File: config.mk
export PLATFORM = sky130hd
export DESIGN_NAME = coresync_matrix
export DESIGN_NICKNAME = d
export VERILOG_FILES = /design/src/rtl/csm_pkg.sv /design/src/rtl/csm_edge_detect.sv /design/src/rtl/csm_regfile.sv /design/src/rtl/csm_route.sv /design/src/rtl/coresync_matrix.sv
export SDC_FILE = /design/constraint.sdc
export NUM_CORES = 1
export LEC_CHECK = 0
export CAP_MARGIN = 20
export CORE_AREA = 2 2 85 87
export CTS_CLUSTER_DIAMETER = 80
export DETAILED_ROUTE_END_ITERATION = 8
export DIE_AREA = 0 0 87 89
export GPL_TIMING_DRIVEN = 1
export PLACE_DENSITY_LB_ADDON = 0.3
export SLEW_MARGIN = 25
export SYNTH_ARGS = -nofsm -noshare
export SYNTH_HDL_FRONTEND = slang
export SYNTH_SLANG_ARGS = --single-unit
File: constraint.sdc
create_clock -name clk -period 3.7 [get_ports clk]
set_input_delay 0.74 -clock clk [delete_from_list [all_inputs] [get_ports clk]]
set_output_delay 0.74 -clock clk [all_outputs]
set_load 0.02 [all_outputs]
File: src/rtl/csm_pkg.sv
`timescale 1ns/1ps
package csm_pkg;

  typedef enum logic [1:0] {
    SLOT_NONE  = 2'd0,
    SLOT_HALT  = 2'd1,
    SLOT_RESUM = 2'd2
  } slot_kind_e;

  typedef struct packed {
    slot_kind_e kind;
    logic [7:0] core;
  } slot_t;

  // Byte address to configuration slot: halt words first, resume words after.
  function automatic slot_t decode_addr(input logic [31:0] a, input int unsigned ncore);
    slot_t       s;
    int unsigned w;
    s.kind = SLOT_NONE;
    s.core = 8'd0;
    w      = {2'b00, a[31:2]};
    if (a[1:0] == 2'b00) begin
      if (w < ncore) begin
        s.kind = SLOT_HALT;
        s.core = w[7:0];
      end else if (w < 2 * ncore) begin
        s.kind = SLOT_RESUM;
        s.core = 8'(w - ncore);
      end
    end
    return s;
  endfunction

  // Any selected event present.
  function automatic logic any_hit(input logic [7:0] ev, input logic [7:0] sel);
    return |(ev & sel);
  endfunction

  // Next state of a sticky halt request.
  function automatic logic next_halt_req(input logic held, input logic hit,
                                         input logic halted);
    return ~halted & (held | hit);
  endfunction

endpackage

File: src/rtl/csm_edge_detect.sv
`timescale 1ns/1ps
module csm_edge_detect #(
  parameter int NCORE = 4
) (
  input  logic             clk,
  input  logic             rst_n,
  input  logic [NCORE-1:0] stat_i,
  output logic [NCORE-1:0] rise_o,
  output logic [NCORE-1:0] fall_o
);

  logic [NCORE-1:0] prev_q;

  always_ff @(posedge clk or negedge rst_n) begin
    if (!rst_n) prev_q <= '0;
    else        prev_q <= stat_i;
  end

  assign rise_o = stat_i & ~prev_q;
  assign fall_o = ~stat_i & prev_q;


  rise_no_repeat_chk: assert property (@(posedge clk) disable iff (!rst_n)
    (rise_o != '0) |=> ((rise_o & $past(rise_o)) == '0));


  fall_no_repeat_chk: assert property (@(posedge clk) disable iff (!rst_n)
    (fall_o != '0) |=> ((fall_o & $past(fall_o)) == '0));

endmodule

File: src/rtl/csm_regfile.sv
`timescale 1ns/1ps
module csm_regfile
  import csm_pkg::*;
#(
  parameter int NCORE = 4,
  parameter int AW    = 8,
  parameter int DW    = 32
) (
  input  logic                   clk,
  input  logic                   rst_n,
  input  logic                   valid_i,
  input  logic                   write_i,
  input  logic [AW-1:0]          addr_i,
  input  logic [DW-1:0]          wdata_i,
  output logic [DW-1:0]          rdata_o,
  output logic [NCORE*NCORE-1:0] halt_sel_o,
  output logic [NCORE*NCORE-1:0] resum_sel_o
);

  localparam int IW = (NCORE > 1) ? $clog2(NCORE) : 1;

  slot_t                  slot;
  logic [IW-1:0]          idx;
  logic                   wr_halt, wr_resum, wr_unmapped;
  logic [NCORE*NCORE-1:0] halt_q, resum_q;

  assign slot        = decode_addr(32'(addr_i), unsigned'(NCORE));
  assign idx         = slot.core[IW-1:0];
  assign wr_halt     = valid_i & write_i & (slot.kind == SLOT_HALT);
  assign wr_resum    = valid_i & write_i & (slot.kind == SLOT_RESUM);
  assign wr_unmapped = valid_i & write_i & (slot.kind == SLOT_NONE);

  for (genvar k = 0; k < NCORE; k++) begin : g_word
    always_ff @(posedge clk or negedge rst_n) begin
      if (!rst_n) begin
        halt_q[k*NCORE +: NCORE]  <= '0;
        resum_q[k*NCORE +: NCORE] <= '0;
      end else begin
        if (wr_halt && idx == IW'(k))
          halt_q[k*NCORE +: NCORE] <= wdata_i[NCORE-1:0];
        if (wr_resum && idx == IW'(k))
          resum_q[k*NCORE +: NCORE] <= wdata_i[NCORE-1:0];
      end
    end
  end

  always_comb begin
    rdata_o = '0;
    if (valid_i && !write_i) begin
      case (slot.kind)
        SLOT_HALT:  rdata_o[NCORE-1:0] = halt_q[idx*NCORE +: NCORE];
        SLOT_RESUM: rdata_o[NCORE-1:0] = resum_q[idx*NCORE +: NCORE];
        default:    rdata_o = '0;
      endcase
    end
  end

  assign halt_sel_o  = halt_q;
  assign resum_sel_o = resum_q;


  unmapped_write_chk: assert property (@(posedge clk) disable iff (!rst_n)
    wr_unmapped |=> ($stable(halt_q) && $stable(resum_q)));


  halt_word_store_chk: assert property (@(posedge clk) disable iff (!rst_n)
    wr_halt |=> (halt_q[$past(idx)*NCORE +: NCORE] == $past(wdata_i[NCORE-1:0])));


  idle_rdata_chk: assert property (@(posedge clk) disable iff (!rst_n)
    !valid_i |-> (rdata_o == '0));

endmodule

File: src/rtl/csm_route.sv
`timescale 1ns/1ps
module csm_route
  import csm_pkg::*;
#(
  parameter int NCORE = 4,
  parameter int SELF  = 0
) (
  input  logic             clk,
  input  logic             rst_n,
  input  logic             own_stat_i,
  input  logic [NCORE-1:0] rise_i,
  input  logic [NCORE-1:0] fall_i,
  input  logic [NCORE-1:0] halt_sel_i,
  input  logic [NCORE-1:0] resum_sel_i,
  output logic             halt_req_o,
  output logic             resume_pls_o
);

  localparam logic [NCORE-1:0] SELF_ONE = NCORE'(1) << SELF;

  logic [NCORE-1:0] halt_eff, resum_eff;
  logic             halt_hit, resum_hit;

  assign halt_eff  = halt_sel_i  & ~SELF_ONE;
  assign resum_eff = resum_sel_i & ~SELF_ONE;
  assign halt_hit  = any_hit(8'(rise_i), 8'(halt_eff));
  assign resum_hit = any_hit(8'(fall_i), 8'(resum_eff));

  always_ff @(posedge clk or negedge rst_n) begin
    if (!rst_n) begin
      halt_req_o   <= 1'b0;
      resume_pls_o <= 1'b0;
    end else begin
      halt_req_o   <= next_halt_req(halt_req_o, halt_hit, own_stat_i);
      resume_pls_o <= resum_hit;
    end
  end


  req_hold_chk: assert property (@(posedge clk) disable iff (!rst_n)
    (halt_req_o && !own_stat_i) |=> halt_req_o);


  req_drop_chk: assert property (@(posedge clk) disable iff (!rst_n)
    own_stat_i |=> !halt_req_o);


  req_rise_cause_chk: assert property (@(posedge clk) disable iff (!rst_n)
    $rose(halt_req_o) |-> ($past(rise_i & ~SELF_ONE) != '0));


  self_only_chk: assert property (@(posedge clk) disable iff (!rst_n)
    (rise_i == SELF_ONE && !halt_req_o) |=> !halt_req_o);


  pulse_cause_chk: assert property (@(posedge clk) disable iff (!rst_n)
    resume_pls_o |-> ($past(fall_i & ~SELF_ONE) != '0));

endmodule

File: src/rtl/coresync_matrix.sv
`timescale 1ns/1ps
module coresync_matrix #(
  parameter int NCORE = 4,
  parameter int AW    = 8,
  parameter int DW    = 32
) (
  input  logic             clk,
  input  logic             rst_n,
  input  logic [NCORE-1:0] halt_stat_i,
  output logic [NCORE-1:0] halt_req_o,
  output logic [NCORE-1:0] resume_pls_o,
  input  logic             cfg_valid_i,
  input  logic             cfg_write_i,
  input  logic [AW-1:0]    cfg_addr_i,
  input  logic [DW-1:0]    cfg_wdata_i,
  output logic [DW-1:0]    cfg_rdata_o
);

  logic [NCORE-1:0]       stat_rise, stat_fall;
  logic [NCORE*NCORE-1:0] halt_sel, resum_sel;

  csm_edge_detect #(.NCORE(NCORE)) u_edge (
    .clk    (clk),
    .rst_n  (rst_n),
    .stat_i (halt_stat_i),
    .rise_o (stat_rise),
    .fall_o (stat_fall)
  );

  csm_regfile #(.NCORE(NCORE), .AW(AW), .DW(DW)) u_regs (
    .clk         (clk),
    .rst_n       (rst_n),
    .valid_i     (cfg_valid_i),
    .write_i     (cfg_write_i),
    .addr_i      (cfg_addr_i),
    .wdata_i     (cfg_wdata_i),
    .rdata_o     (cfg_rdata_o),
    .halt_sel_o  (halt_sel),
    .resum_sel_o (resum_sel)
  );

  for (genvar i = 0; i < NCORE; i++) begin : g_tgt
    csm_route #(.NCORE(NCORE), .SELF(i)) u_route (
      .clk          (clk),
      .rst_n        (rst_n),
      .own_stat_i   (halt_stat_i[i]),
      .rise_i       (stat_rise),
      .fall_i       (stat_fall),
      .halt_sel_i   (halt_sel[i*NCORE +: NCORE]),
      .resum_sel_i  (resum_sel[i*NCORE +: NCORE]),
      .halt_req_o   (halt_req_o[i]),
      .resume_pls_o (resume_pls_o[i])
    );
  end


  quiet_core_chk: assert property (@(posedge clk) disable iff (!rst_n)
    (halt_sel[NCORE-1:0] == '0 && resum_sel[NCORE-1:0] == '0 && !halt_req_o[0])
      |=> (!halt_req_o[0] && !resume_pls_o[0]));

endmodule

# [Yosys cells after proc, flatten, opt, wreduce, memory -nomap -nowiden]
# Cells that the tools add are included.
[totals] ff_bits=44 latchBits=0 ram_bits=0 romBits=0 in_bits=48 output_inout_bits=40 mem_count=0
[classes] add_sub_neg=1 mul=0 div=0 order_cmp=2 n_eq_ne=5 n_shift=2 mux=5 n_bitwise=27 reduce_logical=20
[op_table] op="OR reduction 8 bit" count=8
[op_table] op="bitwise AND 4 bit" count=8
[op_table] op="indexed part select 16 x 5 -> 4 bit" count=2
[op_table] op="2-to-1 mux 10 bit" count=3
[op_table] op="logical AND 1 bit" count=9
[op_table] op="bitwise AND 4 x 3 -> 4 bit" count=2
[op_table] op="inverter 4 bit" count=2
[op_table] op="case mux 4 bit (2 select lines)" count=1
[op_table] op="bitwise AND 1 bit" count=7
[op_table] op="subtractor 6 x 3 -> 7 bit, second input constant" count=1
[op_table] op="== test 2 bit, second input constant" count=3
[op_table] op="less-than comparator 6 x 3 -> 1 bit, second input constant" count=1
[op_table] op="less-than comparator 6 x 4 -> 1 bit, second input constant" count=1
[op_table] op="== test 2 x 1 -> 1 bit, second input constant" count=2
[op_table] op="logical NOT 2 bit" count=2
[op_table] op="2-to-1 mux 4 bit" count=1
[op_table] op="inverter 1 bit" count=4
[op_table] op="bitwise OR 1 bit" count=4
[op_table] op="logical NOT 1 bit" count=1

# [Logic depth before layout (Yosys ltp)]
[logic_depth] depth_word=7 mapped_depth=11 depth_no_buf=9

# [By module]
# A second synthesis with hierarchy kept.
[hier_totals] cells_unflattened=200 hier_area_um2=2406.1
[modules_own_cells] module="csm_regfile" instances=1 cells_per_inst=160 area_each_um2=1910.6
[modules_own_cells] module="csm_route" instances=4 cells_per_inst=7 area_each_um2=81.3
[modules_own_cells] module="csm_edge_detect" instances=1 cells_per_inst=12 area_each_um2=170.2

# [Worst setup path after synthesis]
# No wires, ideal clock.
[synth_path] kind="input port to output port" startpoint="input cfg_addr_i[6]" endpoint="output cfg_rdata_o[0]" t_arrival_ns=3.171 t_required_ns=2.960 slack_ns=-0.211 cell_stages=8 path_buffers=1 path_cell_list="nor4_4 -> nand2b_4 -> buf_6 -> nor2_1 -> inv_1 -> ha_1 -> or3b_2 -> nor4_1"
[synth_between] elab_chain_len=7 word_cells_on_any_way=11
[synth_rtl] element="from (decl)" line_no="coresync_matrix.sv:14" text="input logic [AW-1:0] cfg_addr_i,"
[synth_rtl] element="less-than comparator 6 x 4 -> 1 bit" line_no="csm_pkg.sv:26" text="end else if (w < 2 * ncore) begin"
[synth_rtl] element="2-to-1 mux 10 bit" line_no="csm_pkg.sv:26"
[synth_rtl] element="2-to-1 mux 10 bit (*)" line_no="csm_pkg.sv:23" text="if (w < ncore) begin"
[synth_rtl] element="2-to-1 mux 10 bit (*)" line_no="csm_pkg.sv:22" text="if (a[1:0] == 2'b00) begin"
[synth_rtl] element="indexed part select 16 x 5 -> 4 bit, or another cell as far along" line_no="csm_regfile.sv:52" text="SLOT_RESUM: rdata_o[NCORE-1:0] = resum_q[idx*NCORE +: NCORE];"
[synth_rtl] element="case mux 4 bit (2 select lines) (*)" line_no="csm_regfile.sv:50" text="case (slot.kind)"
[synth_rtl] element="2-to-1 mux 4 bit (*)" line_no="csm_regfile.sv:49" text="if (valid_i && !write_i) begin"
[synth_rtl] element="to (decl)" line_no="coresync_matrix.sv:16" text="output logic [DW-1:0] cfg_rdata_o"
# Mark *: on every way between the ends. The rest lies on a longest branch, timed or not.

# [Worst setup path in the final report]
[layout_path] startpoint="input cfg_addr_i[5]" endpoint="output cfg_rdata_o[0]"
# The elaborated chain is that of the path after synthesis.

==> parameters.txt <==
Parameter                              Value

STA
  Setup slack of the critical path after layout    0.121 ns
  Endpoints failing hold    0
  Sum of negative setup slack    0 ns
  Worst clock skew on the final layout    0.00712 ns
  Fraction of the cycle the final worst path needs    0.967
  Transition time at the pin with the least slew margin    0.547 ns
  Fin crit period    3.58 ns
  Final-layout worst hold slack    0.434 ns
  Slew Limit Fails    0
  Max transition margin    0.635
  Unrepaired setup endpoints after global routing    false
  Timing-limited maximum frequency    279 MHz
  Number of setup violations in the final report    0

Place
  Number of port buffers    31
  Weighted congestion at the end of routability-driven global placement    0.793
  Worst Setup Slack post-DPL    -0.710 ns
  Dpl hpwl    4.12 mm

Power and ir drop
  Static Leak    0.00135 uW
  Share of total power in the clock network    0.311
  Share of power burned in registers    0.553
  Total power density per cell area    298 nW/um2
  Net switching fraction of the power    0.262
  Cell Int Power    667 uW
  Worst supply voltage drop on vdd    191 uV
  Comb pwr share    0.135
  Switching power of the nets    236 uW

Synth
  Area share of xor/xnor cells in the synthesized design    0
  Mux cell area share after synthesis    0.197
  Most instantiated cells after synthesis    sky130_fd_sc_hd__dfrtp_1, sky130_fd_sc_hd__buf_4, sky130_fd_sc_hd__mux2_2, sky130_fd_sc_hd__nor2b_1, sky130_fd_sc_hd__a21oi_1
  Area fraction of the dominant cell type after synthesis    0.437
  Yosys synthesis warning count    0
  Post-Synth Simple-Gate Area    0.156
  FF+latch count, synth    44
  Post-synthesis cell type count    31
  Largest area contributor in the netlist    sky130_fd_sc_hd__dfrtp_1
  Average size of a mapped cell    11.4 um2
  Cell Area, Synth    2520 um2
  Most common cell in the netlist    sky130_fd_sc_hd__dfrtp_1
  Share of synthesized cell area in full adder, half adder and majority cells    0.0149
  Synth Area in Compound Gates    0.0721
  Share of flip-flops with an asynchronous set or reset    1.00
  Number of enable-type register cells in the synthesized netlist    0
  Share of the yosys chip area belonging to registers    0.437
  Largest cells by area after synthesis    sky130_fd_sc_hd__dfrtp_1, sky130_fd_sc_hd__mux2_2, sky130_fd_sc_hd__buf_4
  Largest family of logic cells by synthesized area    multiplexers
  Main synth FF type    sky130_fd_sc_hd__dfrtp_1
  Cell count after synthesis    221

Final layout
  Post-layout utilization of the core    0.451
  Fraction of layout cells with a size suffix above 1    0.326
  Diode count    0
  Area delta synth->final    20.4%
  Final layout net count    312

Detailed routing
  Number of DRC markers after the initial detailed-route iteration    109
  Routed length on met1    2.56 mm
  Metal3 WL    220 um
  Met2 layer wire length in the routed design    2.68 mm
  Top routing layer used    met4
  Post-DR vias/cell    4.94
  Pre-antenna DRT Iters    4
  Final WL    5.53 mm
  Number of vias in the routed layout    1,685
  Post-DR wirelength/cell    16.2 um
  Antenna-violating nets left    0
  Drc violations    0

Clock network
  Number of levels the H-tree was split into    2
  Buffer type at the clock tree root    sky130_fd_sc_hd__clkbuf_8
  Buffer depth of the longest clock path    2
  Clock transition at the registers of the reported paths    0.08 ns
  TritonCTS clock tree    yes
  CTS sink count    44
  Clock buffer count from CTS    5
  Post-CTS Hold Buffers    0
  Buffer count from post-CTS setup fixing    0
  Clock latency at the later pin of the worst-skew pair    0.30 ns

Worst setup path
  Startpoint-to-endpoint class of the critical path    in -> out
  Depth of the worst register-to-register path    3
  Required time reported for the critical path endpoint    2.96 ns
  CP Launch Type    input port
  Critical Path End Type    output port
  Startpoint of the worst-slack reg-to-reg timing path    u_edge.prev_q[2]$_DFF_PN0_
  Largest driver fanout on the critical path    4
  Series of cell instances along the critical path    clkdlybuf4s15_1 -> nor4_4 -> nand2b_4 -> nor2_4 -> buf_4 -> ha_4 -> bufbuf_16 -> mux2_2 -> nor3_2 -> nor4_2 -> buf_2
  Crit path from    cfg_addr_i[5]
  Worst Path Arrival    2.84 ns
  Slowest stage delay, CP    0.34 ns
  Slowest library cell on the worst path    sky130_fd_sc_hd__mux2_2

GRT
  First-pass GRT wire length    9.00 mm
  Number of antenna violations at the first check in global routing    0
  Total congestion overflow    0
  Pin count of the biggest net entering global routing    45
  All-Layer GR Usage    0.158
  Number of global-route vias before repair    1,695

Hold path
  Hold/Removal Path Class    in -> async

Floorplan
  Die outline area    7740 um2
  Overall die height    89 um
  Initial core utilization    0.375
  DIE WIDTH    87 um
  Floorplan Core Area    6720 um2
  I/O pins    88
  Placement Rows    30

Run
  Number of maximum-capacitance constraint violations    0

Run status
  Outcome    finished clean
[flip-flops by register name, summed over array words and instances (netlist names)]
signal                      cells
u_regs.halt_sel_o              16
g_tgt.u_route.resume_pls_o      4
u_regs.resum_sel_o             16
g_tgt.u_route.halt_req_o        4
u_edge.prev_q                   4
[worst max-delay path, delay by kind of cell]
| family | cells | cell delay [ns] |
|---|---|---|
| simple gates | 5 | 0.86 |
| mux | 1 | 0.34 |
| fa+ha+maj | 1 | 0.15 |
| buf+inv | 4 | 0.75 |
[timing repair]
action | 4_1_cts | 5_1_grt
setup endpoints to repair | 4 | 3
resized for setup | 38 | 7
gates cloned | 1 | 0
pin swaps | 5 | 4
[cell families after synthesis]
group,Yosys count
DFF,44
AOI/OAI and AO/OA,28
and+or+nand+nor,57
buffers and inverters,43
muxes,45
other,1
adders and majority gates,3
[placed cells by master, fill, tap and decap left out, types with 3 or more instances in the layout]
cell                              instances
sky130_fd_sc_hd__dfrtp_1                 44
sky130_fd_sc_hd__clkbuf_8                 5
sky130_fd_sc_hd__a22oi_1                  8
sky130_fd_sc_hd__nor3_2                   5
sky130_fd_sc_hd__or3_1                    3
sky130_fd_sc_hd__mux2i_1                  9
sky130_fd_sc_hd__mux2_2                  36
sky130_fd_sc_hd__a21oi_1                 11
sky130_fd_sc_hd__conb_1                  28
sky130_fd_sc_hd__buf_4                   15
sky130_fd_sc_hd__nand4b_1                 6
sky130_fd_sc_hd__nor4_2                   3
sky130_fd_sc_hd__o31ai_1                  3
sky130_fd_sc_hd__nor2b_1                 12
sky130_fd_sc_hd__and2_1                   3
sky130_fd_sc_hd__nand2_1                  9
sky130_fd_sc_hd__clkdlybuf4s50_1         22
[cell type report]
cell class	instances	area [um2]
clock buffer	6	72.6
clock inverter	1	5.00
fill	626	3690
inverter	3	13.8
multi-input combinational	161	1290
sequential	44	1100
tap	80	100
timing repair buffer	46	449
[power groups by stage]
stage | clock network [uW] | registers (uW) | logic (uW)
5_1_grt | 308 | 501 | 133
4_1_cts | 292 | 499 | 121
6_report | 281 | 500 | 122
2_1_floorplan | 0 | 506 | 87.1
3_3_place_gp | 0 | 509 | 118
3_5_place_dp | 0 | 509 | 119
[metrics by stage]
stage	std cells	area, um2	total power [uW]
floorplan	248	2640	593
global placement	333	2880	627
detailed placement	333	2880	627
CTS	341	3020	913
global route	341	3030	942
finish	341	3030	903
[worst paths after layout]
path	to	slack [ns]
worst max-delay path	cfg_rdata_o[0]	0.12
max in group asynchronous	u_regs.resum_sel_o[1]$_DFFE_PN0P_	2.90
min in group clk	u_regs.resum_sel_o[0]$_DFFE_PN0P_	0.51
worst min register to register	u_regs.resum_sel_o[0]$_DFFE_PN0P_	0.51
worst min-delay path	u_edge.prev_q[3]$_DFF_PN0_	0.43
worst max register to register	g_tgt[3].u_route.halt_req_o$_DFF_PN0_	2.65
[layer usage]
layer	vias up	global-route usage
li1	803	-
met1	827	0.214
met2	49	0.248
met3	6	0.0379
met4	0	0.0554
met5	-	0
Note: power is estimated with default switching activity, not from simulation.
